### config.mk
export PLATFORM = sky130hd
export DESIGN_NAME = prot_region_encoder
export DESIGN_NICKNAME = d
export VERILOG_FILES = /design/src/rtl/prot_enc_pkg.sv /design/src/rtl/region_planner.sv /design/src/rtl/slot_store.sv /design/src/rtl/prot_region_encoder.sv
export SDC_FILE = /design/constraint.sdc
export NUM_CORES = 1
export LEC_CHECK = 0
export BUFFER_PORTS_ARGS = -buffer_cell sky130_fd_sc_hd__buf_2
export CAP_MARGIN = 20
export CORE_MARGIN = 2
export CORE_UTILIZATION = 25
export DETAILED_ROUTE_END_ITERATION = 8
export SKIP_LAST_GASP = 1
export SLEW_MARGIN = 20
export SYNTH_ARGS = -nofsm -noshare
export SYNTH_HDL_FRONTEND = slang
export SYNTH_HIERARCHICAL = 1
export SYNTH_SLANG_ARGS = --single-unit
### constraint.sdc
create_clock -name clk -period 9.65 [get_ports clk]
set_clock_uncertainty 0.1 [all_clocks]
set_input_delay 0.965 -clock clk [delete_from_list [all_inputs] [get_ports clk]]
set_output_delay 0.965 -clock clk [all_outputs]
set_load 0.005 [all_outputs]
### src/rtl/prot_enc_pkg.sv
package prot_enc_pkg;

   typedef enum logic [1:0] {
      MODE_OFF   = 2'd0,
      MODE_TOR   = 2'd1,
      MODE_NA4   = 2'd2,
      MODE_NAPOT = 2'd3
   } match_mode_e;

   typedef enum logic [1:0] {
      PLAN_FAIL   = 2'd0,
      PLAN_SHARED = 2'd1,
      PLAN_SINGLE = 2'd2,
      PLAN_PAIR   = 2'd3
   } plan_e;

   localparam logic [7:0] PERM_KEEP = 8'h87;
   localparam int         MODE_LSB  = 3;

   function automatic logic [7:0] pack_cfg(input logic [7:0] perm,
                                           input match_mode_e mode);
      logic [7:0] c;
      c = perm & PERM_KEEP;
      c[MODE_LSB +: 2] = mode;
      return c;
   endfunction

endpackage

### src/rtl/region_planner.sv
module region_planner
   import prot_enc_pkg::*;
#(
   parameter int ADDR_W = 32,
   parameter int SLOTS  = 8,
   parameter int IDX_W  = 4,
   parameter int WORD_W = 31
) (
   input  logic [ADDR_W-1:0] base,
   input  logic [ADDR_W-1:0] len,
   input  logic [7:0]        perm,
   input  logic [IDX_W-1:0]  idx,
   input  logic [WORD_W-1:0] prev_word,
   output plan_e             plan,
   output logic [WORD_W-1:0] word_a,
   output logic [7:0]        cfg_a,
   output logic [WORD_W-1:0] word_b,
   output logic [7:0]        cfg_b
);
   localparam int SW = ADDR_W + 1;

   logic [SW-1:0]     span, base_x, top_x, span_m1, napot_x;
   logic [WORD_W-1:0] base_word, top_word, napot_word;
   logic [IDX_W:0]    idx_p1;
   logic              at_limit, pair_limit, shared, is_pow2, aligned, is_na4;

   always_comb begin
      span       = (len == '0) ? (SW'(1) << ADDR_W) : {1'b0, len};
      base_x     = {1'b0, base};
      top_x      = base_x + span;
      span_m1    = span - SW'(1);
      napot_x    = base_x | (span_m1 >> 1);
      base_word  = base_x[SW-1:2];
      top_word   = top_x[SW-1:2];
      napot_word = napot_x[SW-1:2];
      is_pow2    = (span & span_m1) == '0;
      aligned    = (base_x & span_m1) == '0;
      is_na4     = span == SW'(4);
      idx_p1     = {1'b0, idx} + (IDX_W+1)'(1);
      at_limit   = idx >= IDX_W'(SLOTS);
      pair_limit = idx_p1 >= (IDX_W+1)'(SLOTS);
      shared     = (idx == '0) ? (base == '0) : (prev_word == base_word);

      plan   = PLAN_FAIL;
      word_a = '0;
      cfg_a  = '0;
      word_b = top_word;
      cfg_b  = pack_cfg(perm, MODE_TOR);

      if (at_limit) begin
         plan = PLAN_FAIL;
      end else if (shared) begin
         plan   = PLAN_SHARED;
         word_a = top_word;
         cfg_a  = pack_cfg(perm, MODE_TOR);
      end else if (is_pow2 && aligned) begin
         plan   = PLAN_SINGLE;
         word_a = napot_word;
         cfg_a  = pack_cfg(perm, is_na4 ? MODE_NA4 : MODE_NAPOT);
      end else if (pair_limit) begin
         plan = PLAN_FAIL;
      end else begin
         plan   = PLAN_PAIR;
         word_a = base_word;
         cfg_a  = 8'h00;
      end
   end

endmodule

### src/rtl/slot_store.sv
module slot_store #(
   parameter int SLOTS  = 8,
   parameter int WORD_W = 31,
   parameter int SEL_W  = 3
) (
   input  logic              clk,
   input  logic              rst_n,
   input  logic              we_a,
   input  logic [SEL_W-1:0]  sel_a,
   input  logic [WORD_W-1:0] word_a,
   input  logic [7:0]        cfg_a,
   input  logic              we_b,
   input  logic [SEL_W-1:0]  sel_b,
   input  logic [WORD_W-1:0] word_b,
   input  logic [7:0]        cfg_b,
   input  logic [SEL_W-1:0]  prev_sel,
   output logic [WORD_W-1:0] prev_word,
   input  logic [SEL_W-1:0]  rd_sel,
   output logic [WORD_W-1:0] rd_word,
   output logic [7:0]        rd_cfg
);
   logic [WORD_W-1:0] slot_word [SLOTS];
   logic [7:0]        slot_cfg  [SLOTS];

   for (genvar g = 0; g < SLOTS; g++) begin : g_slot
      logic hit_a, hit_b;
      assign hit_a = we_a && (int'(sel_a) == g);
      assign hit_b = we_b && (int'(sel_b) == g);
      always_ff @(posedge clk) begin
         if (!rst_n) begin
            slot_word[g] <= '0;
            slot_cfg[g]  <= '0;
         end else if (hit_a) begin
            slot_word[g] <= word_a;
            slot_cfg[g]  <= cfg_a;
         end else if (hit_b) begin
            slot_word[g] <= word_b;
            slot_cfg[g]  <= cfg_b;
         end
      end
   end

   always_comb begin
      prev_word = '0;
      rd_word   = '0;
      rd_cfg    = '0;
      for (int k = 0; k < SLOTS; k++) begin
         if (int'(prev_sel) == k) prev_word = slot_word[k];
         if (int'(rd_sel) == k) begin
            rd_word = slot_word[k];
            rd_cfg  = slot_cfg[k];
         end
      end
   end

endmodule

### src/rtl/prot_region_encoder.sv
module prot_region_encoder
   import prot_enc_pkg::*;
#(
   parameter int ADDR_W   = 32,
   parameter int SLOTS    = 8,
   parameter int IDX_BASE = 0,
   localparam int IDX_W   = $clog2(SLOTS + 1),
   localparam int SEL_W   = $clog2(SLOTS),
   localparam int WORD_W  = ADDR_W - 1
) (
   input  logic              clk,
   input  logic              rst_n,
   input  logic              req_go,
   input  logic [ADDR_W-1:0] req_base,
   input  logic [ADDR_W-1:0] req_len,
   input  logic [7:0]        req_perm,
   output logic              done,
   output logic              ok,
   output logic [IDX_W-1:0]  cur_idx,
   input  logic [SEL_W-1:0]  rd_sel,
   output logic [WORD_W-1:0] rd_word,
   output logic [7:0]        rd_cfg
);
   if (ADDR_W < 8) begin : g_bad_addr_w
      $error("prot_region_encoder: ADDR_W must be at least 8");
   end
   if (SLOTS < 2) begin : g_bad_slots
      $error("prot_region_encoder: SLOTS must be at least 2");
   end
   if (IDX_BASE < 0 || IDX_BASE > SLOTS) begin : g_bad_base
      $error("prot_region_encoder: IDX_BASE outside 0..SLOTS");
   end

   plan_e             plan;
   logic [WORD_W-1:0] word_a, word_b, prev_word;
   logic [7:0]        cfg_a, cfg_b;
   logic [IDX_W-1:0]  idx_q, advance;
   logic [SEL_W-1:0]  sel_a, sel_b, prev_sel;
   logic              we_a, we_b;

   region_planner #(
      .ADDR_W(ADDR_W), .SLOTS(SLOTS), .IDX_W(IDX_W), .WORD_W(WORD_W)
   ) u_plan (
      .base(req_base), .len(req_len), .perm(req_perm), .idx(idx_q),
      .prev_word(prev_word), .plan(plan),
      .word_a(word_a), .cfg_a(cfg_a), .word_b(word_b), .cfg_b(cfg_b)
   );

   always_comb begin
      sel_a    = idx_q[SEL_W-1:0];
      sel_b    = sel_a + SEL_W'(1);
      prev_sel = sel_a - SEL_W'(1);
      we_a     = req_go && (plan != PLAN_FAIL);
      we_b     = req_go && (plan == PLAN_PAIR);
      unique case (plan)
         PLAN_PAIR:               advance = IDX_W'(2);
         PLAN_SHARED, PLAN_SINGLE: advance = IDX_W'(1);
         default:                 advance = '0;
      endcase
   end

   slot_store #(
      .SLOTS(SLOTS), .WORD_W(WORD_W), .SEL_W(SEL_W)
   ) u_store (
      .clk(clk), .rst_n(rst_n),
      .we_a(we_a), .sel_a(sel_a), .word_a(word_a), .cfg_a(cfg_a),
      .we_b(we_b), .sel_b(sel_b), .word_b(word_b), .cfg_b(cfg_b),
      .prev_sel(prev_sel), .prev_word(prev_word),
      .rd_sel(rd_sel), .rd_word(rd_word), .rd_cfg(rd_cfg)
   );

   always_ff @(posedge clk) begin
      if (!rst_n) begin
         idx_q <= IDX_W'(IDX_BASE);
         done  <= 1'b0;
         ok    <= 1'b0;
      end else begin
         done <= req_go;
         ok   <= we_a;
         if (req_go) idx_q <= idx_q + advance;
      end
   end

   assign cur_idx = idx_q;

endmodule

==> flow_summary.yaml, run 1 <==
cells_and_area:
  finish.utilization: 0.2850
  layout_common_cells: "312 x edfxtp_1, 208 x nand2_1, 121 x nor2_1, 118 x a32o_1, 117 x a22o_1"
  area_growth_pct: 13.01
  final_common_cell: "edfxtp_1"
  layout_filler_cell_count: 9229
  final_net_count: 2322
  layout-drive-gt1-share: 0.1495
  final_cells: 3377
clock_network:
  clkLatencyLatePin_ns: 0.59
  numCtsBuffers: 38
  postCtsHoldBufs: 0
  root_buffer: "clkbuf_16"
  max-clock-path-buffers: 3
  cts.clk_slew.worst_paths_ns: 0.06
  clkSinkCount: 318
  cts.htree.levels: 2
  cts_setup_buffers: 0
  post_cts_resized: 0
  cts_tree: "yes"
sta:
  whs_ns: 0.6337
  unrepaired_setup_endpoints_after_global_routing: "false"
  worst_margin_pin_slew_ns: 1.232
  final_period_minus_worst_setup_slack_ns: 7.950
  setup_total_negative_slack_ns: 0
  post-route-period-util: 0.8239
  timing.final.max_slew_violations: 0
  timing.final.hold_violations: 0
  worst_slew_margin_rel: 0.1759
  layout_setup_ws_ns: 1.700
  fmax_mhz: 125.8
  total_of_endpoints_with_negative_setup_slack_in_the_final_report: 0
hold_path:
  min_delay_path_depth: 3
  hold_path.class: "reg -> reg"
  hold-path-endpoint: "cur_idx[3]"
  min-delay-start: "cur_idx[3]"
placement:
  place.port_buffers: 118
  place.detailed.hpwl_mm: 54.60
  globalplace.congestion: 0.9162
  dp.cells: 3308
  place_worst_setup_slack_ns: 1.996
power_and_ir_drop:
  power_per_cell_area_mw_per_mm2: 161.9
  static-leakage-power_uw: 0.009636
  ir_worst_vdd_mv: 0.1000
global_route:
  globalRoute.totalOverflow: 0
  antenna_violations_before_repair: 3
  globalRouteTotalUtil: 0.1867
  grt_max_degree: 87
  via_count_of_the_first_global_routing_pass: 18860
  grt_first_pass_wirelength_mm: 128.9
synthesis:
  dominantRegCellSynth: "edfxtp_1"
  yosys_warnings: 6
  syn_area_mm2: 0.02266
  number_of_standard_cells_after_synthesis: 2207
  synth-seq-cells: 318
  count_of_cell_types_in_the_netlist: 72
  synth_edf_count: 312
  average_size_of_a_mapped_cell_um2: 10.27
  synth-async-reset-ratio: 0
  synth_seq_area_share: 0.4187
floorplan:
  initial_utilization: 0.2522
  rows: 110
  top_level_ports: 123
  die_width_um: 305.1
  die_area_mm2: 0.09307
  fp.coreArea_mm2: 0.08987
  dieHeight_um: 305.1
drt:
  dr_total_vias: 19680
  wl_per_cell_um: 26.68
  drt_pre_antenna_iters: 7
  via_per_inst: 5.828
  detailedRoute.firstIterationViolations: 2653
  finalWirelength_mm: 90.11
  ant_nets: 0
  drc: 0
setup_path:
  critical_path_class: "reg -> reg"
  r2r_setup_slack_ns: 1.70
  cp_max_fo: 49
  worst_reg_to_reg_path_cell_count: 20
  critical_path_arrival_ns: 8.08
  critical_path.endpoint_type: "flop"
  crit-reg2reg-capture: "u_store/slot_word[0][5]"
  cp-start-kind: "flop"
  worstReg2RegStart: "cur_idx[1]"
  crit_required_ns: 9.78
job:
  count_of_maximum_capacitance_violations: 0
status:
  outcome: "completed"
[cell type report]
cell class                 instances  area [um2]  share of cell area
antenna                            1       2.502          0.00009771
sequential                       318        9489              0.3705
clock buffer                      45       998.5             0.03899
multi-input combinational       1593       12040              0.4701
inverter                          32       125.1            0.004886
timing repair buffer             189        1281             0.05003
clock inverter                    23       201.4            0.007866
tap                             1176        1471             0.05746
[power breakdown]
group | total (uW) | internal (uW) | switching [uW] | leakage, uW
sequential | 1680 | 1630 | 50.7 | 0.00332
combinational | 1040 | 346 | 698 | 0.00573
clock | 1420 | 821 | 603 | 0.000585
total | 4150 | 2800 | 1350 | 0.00964
[worst max path at each step]
stage | start | end | cells past startpoint
finish | cur_idx[1] | u_store/slot_word[0][5] | 20
global placement | cur_idx[0] | u_store/slot_word[0][22] | 20
detailed placement | cur_idx[1] | u_store/slot_word[0][19] | 21
floorplan | req_len[10] | u_store/slot_cfg[1][0] | 18
global route | cur_idx[0] | u_store/slot_word[0][9] | 20
CTS | cur_idx[1] | u_store/slot_word[0][5] | 21
[metal layers]
metal / GRT usage / up-vias / wire [um]
met1: 0.2342 / 9567 / 33420
met3: 0.03414 / 266 / 9682
met5: 0 / - / 0
met2: 0.3041 / 1317 / 41770
li1: - / 8532 / -
met4: 0.1010 / 0 / 5236
[stage by stage]
step | area (um2) | total power [uW]
6_report | 25610 | 4147
5_1_grt | 25610 | 4270
4_1_cts | 25590 | 4129
3_5_place_dp | 24390 | 2721
3_3_place_gp | 24390 | 2714
2_1_floorplan | 22680 | 2337
[cell usage after synthesis, types with 5 or more instances]
master     count  share of area
a211oi_1      17         0.0056
nor3_1        12         0.0027
a22o_1       117          0.045
a21oi_1       96          0.021
a31oi_1        7         0.0019
ha_1          71          0.039
nand3_1       37         0.0082
dfxtp_1        6         0.0053
nor2_1       128          0.021
a32o_1       118          0.052
inv_1         32         0.0053
nor4_1        31         0.0086
buf_6          5         0.0025
nand4_1       12         0.0033
a221o_1       45          0.020
o22ai_1       82          0.023
a2bb2oi_1     25         0.0097
or2_2          5         0.0014
nor3b_1       26         0.0086
xnor2_1       11         0.0043
a21o_1        38          0.013
o21ai_0       71          0.016
nand2_1      211          0.035
nand2b_1      48          0.013
a221oi_1      26          0.010
buf_2         70          0.015
xor2_1        48          0.019
nor2b_1       56          0.015
o211ai_1       7         0.0023
o2111ai_1      6         0.0023
clkbuf_1     123          0.020
o21a_1         5         0.0017
buf_1         50         0.0083
buf_4         16         0.0053
and2_1        11         0.0030
mux4_2        45          0.045
or3_1         16         0.0044
edfxtp_1     312           0.41
mux2i_1       97          0.043
and3_1        12         0.0033
[critical path, cell delays in order, from the launching register on]
cell and delay [ns]:
dfxtp_1 0.66, inv_1 0.09, ha_1 0.47, inv_4 0.65
or2_2 0.57, a2bb2oi_1 0.21, nand3_1 0.09, a21oi_1 0.37
xor2_1 0.26, nor4_1 0.60, nand4_1 0.20, o21bai_1 0.37
a21oi_1 0.24, nor2_1 0.29, inv_1 0.07, ha_1 0.20
nor2b_1 0.36, nand2b_1 0.27, or3_2 0.84, nand3_2 0.23
buf_12 0.34
[sequential cells by signal (all words and copies together), names as in the netlist]
name               cells
cur_idx                4
u_store/slot_cfg      64
done                   1
ok                     1
u_store/slot_word    248
[kinds of logic (layout without fill, tap and decap cells)]
logic type | Yosys count | count (layout) | synth area share
adder cells (fa/ha/maj) | 72 | 72 | 0.04008
AO/OA/AOI/OAI | 689 | 689 | 0.2342
XOR/XNOR | 60 | 60 | 0.02352
AND/OR/NAND/NOR | 624 | 624 | 0.1360
other | 2 | 7 | 0.0003314
buffers and inverters | 300 | 289 | 0.05963
multiplexers | 142 | 142 | 0.08757
flip-flops | 318 | 318 | 0.4187
No activity file was read; power rests on OpenSTA's default activity.
==> run 2, diff against run 1 <==
- clock period: 9.65 -> 7.44 ns (I/O delays scaled with it)
==> run 2 against run 1 <==
Core utilization rose by 0.30 points. Worst hold slack got worse by 0.19 ns. Register-to-register slack got worse by 1.0 ns. Global-route usage fell by 0.20 points. Power rose by 27%. Clock-buffer cell count fell by 1. Cell count rose by 0.74%. Worst setup slack got worse by 1.0 ns. Critical endpoint is now u_store/slot_cfg[1][28]. Largest cell class unchanged. Highest routed layer unchanged.
==> flow_summary.yaml, run 2 (synthesis gave the netlist of run 1 again) <==
status:
  outcome: "completed"
setup_path:
  crit-reg2reg-capture: "u_store/slot_cfg[1][28]"
  crit_required_ns: 7.75
  worst_reg_to_reg_path_cell_count: 20
  critical_path_arrival_ns: 7.05
  critical_path_class: "reg -> reg"
  worst_path_largest_cell_delay_ns: 0.91
  cp-start-kind: "flop"
  worstReg2RegStart: "cur_idx[0]"
  critical_path.endpoint_type: "flop"
  critical-path-top-cell-by-count: "buf_4"
  cp_max_fo: 28
  critPathSlowestCell: "and3_1"
  cp_cell_sequence: "inv_4 -> ha_1 -> inv_4 -> and3_1 -> buf_4 -> a221o_1 -> xor2_1 -> nor4_1 -> nand4_1 -> o21bai_1 -> a21oi_1 -> nor2_1 -> inv_1 -> ha_1 -> nor2b_1 -> nand3_1 -> buf_4 -> nor2_4 -> buf_4 -> a32o_1"
  r2r_setup_slack_ns: 0.70
global_route:
  grt_max_degree: 109
  via_count_of_the_first_global_routing_pass: 18770
  globalRouteTotalUtil: 0.1847
  globalRoute.totalOverflow: 0
  antenna_violations_before_repair: 2
  grt_first_pass_wirelength_mm: 128.3
clock_network:
  cts_tree: "yes"
  post_cts_resized: 0
  cts.clk_slew.worst_paths_ns: 0.05
  numCtsBuffers: 37
  cts_setup_buffers: 0
  max-clock-path-buffers: 3
  postCtsHoldBufs: 0
  cts.htree.levels: 2
  clkSinkCount: 318
  clkLatencyLatePin_ns: 0.56
  root_buffer: "clkbuf_16"
drt:
  detailedRoute.firstIterationViolations: 2445
  wl_met1_mm: 34.85
  met3RoutedLength_mm: 7.410
  dr_top_layer: "met4"
  wl_per_cell_um: 26.23
  finalWirelength_mm: 89.22
  dr_total_vias: 19670
  drt_pre_antenna_iters: 8
  wl_met2_mm: 42.15
  ant_nets: 0
  via_per_inst: 5.782
  drc: 0
cells_and_area:
  area_growth_pct: 14.19
  layout_filler_cell_count: 9273
  registers.top_by_ff_count: "u_store/slot_word"
  layout-drive-gt1-share: 0.1590
  insertedDiodeCount: 0
  final_net_count: 2352
  layout_common_cells: "312 x edfxtp_1, 208 x nand2_1, 121 x nor2_1, 118 x a32o_1, 117 x a22o_1"
  final_common_cell: "edfxtp_1"
  largest_register_ff_count: 248
  final_cells: 3402
job:
  count_of_maximum_capacitance_violations: 0
floorplan:
  top_level_ports: 123
  initial_utilization: 0.2522
  fp.coreArea_mm2: 0.08987
  dieHeight_um: 305.1
  die_width_um: 305.1
  rows: 110
  die_area_mm2: 0.09307
placement:
  globalplace.congestion: 0.9391
  place.port_buffers: 118
  place.detailed.hpwl_mm: 56.48
  dp.cells: 3337
sta:
  post-route-period-util: 0.9057
  setup_total_negative_slack_ns: 0
  total_of_endpoints_with_negative_setup_slack_in_the_final_report: 0
  unrepaired_setup_endpoints_after_global_routing: "false"
  fmax_mhz: 148.4
  whs_ns: 0.4465
  timing.final.hold_violations: 0
  timing.final.max_slew_violations: 0
  worst_slew_margin_rel: 0.1333
  final_period_minus_worst_setup_slack_ns: 6.738
  worst_margin_pin_slew_ns: 1.296
hold_path:
  hold_path.class: "in -> reg"
  hold-path-endpoint: "done"
  min_delay_path_depth: 2
  min-delay-start: "req_go"
power_and_ir_drop:
  ir_worst_vdd_mv: 0.1427
  power_per_cell_area_mw_per_mm2: 203.3
  static-leakage-power_uw: 0.009787
[run 2: changes by cell type in the layout (fill, tap and decap cells not counted), moves of 2 or more]
cell / change
bufinv_16: -2
buf_12: +10
buf_16: +2
clkbuf_16: -2
buf_4: +19
[run 2: how the worst max path moves through the flow]
stage | end | slack (ns) | cells after the start | from
floorplan | u_store/slot_cfg[0][16] | 0.50 | 19 | req_len[10]
global placement | u_store/slot_cfg[1][2] | 0.60 | 24 | req_len[13]
detailed placement | u_store/slot_cfg[1][1] | 0.54 | 24 | req_len[13]
CTS | u_store/slot_word[0][84] | 0.85 | 20 | cur_idx[0]
global route | u_store/slot_word[1][29] | 0.62 | 21 | cur_idx[0]
finish | u_store/slot_cfg[1][28] | 0.70 | 20 | cur_idx[0]
[run 2: routing by layer]
metal / vias up / track usage
li1: 8587 / -
met1: 9720 / 0.2313
met2: 1128 / 0.3046
met3: 235 / 0.02768
met4: 0 / 0.1028
met5: - / 0
[run 2: cell type report]
| type | instances | area, um2 | share of cell area |
|---|---|---|---|
| Timing Repair Buffer | 220 | 1679 | 0.06489 |
| Clock buffer | 44 | 952.2 | 0.03680 |
| Inverter | 32 | 125.1 | 0.004835 |
| Multi-Input combinational cell | 1593 | 12040 | 0.4652 |
| Tap cell | 1176 | 1471 | 0.05686 |
| Sequential cell | 318 | 9489 | 0.3667 |
| Clock inverter | 19 | 121.4 | 0.004690 |
[run 2: worst max-delay path: cells and delay by family (launching register included)]
family / cells / cell delay, ns
simple gates: 7 / 2.88
buf+inv: 6 / 1.44
compound gates: 4 / 1.04
fa+ha+maj: 2 / 0.53
flops: 1 / 0.37
xor+xnor: 1 / 0.17
[run 2: metrics by stage]
stage | util | power [uW] | area [um2] | setup WS, ns
3_5_place_dp | 0.2754 | 3561 | 24750 | 0.5370
5_1_grt | 0.2879 | 5420 | 25880 | 0.6215
3_3_place_gp | 0.2748 | 3549 | 24690 | 0.5957
6_report | 0.2879 | 5260 | 25880 | 0.7018
4_1_cts | 0.2873 | 5241 | 25820 | 0.8486
2_1_floorplan | - | 3030 | 22680 | 0.4959
[run 2: power breakdown]
group | internal [uW] | switching (uW) | total [uW] | leakage, uW
Sequential | 2110 | 63.8 | 2180 | 0.00332
Combinational | 474 | 910 | 1380 | 0.00594
Clock | 947 | 754 | 1700 | 0.000529
Total | 3530 | 1730 | 5260 | 0.00979
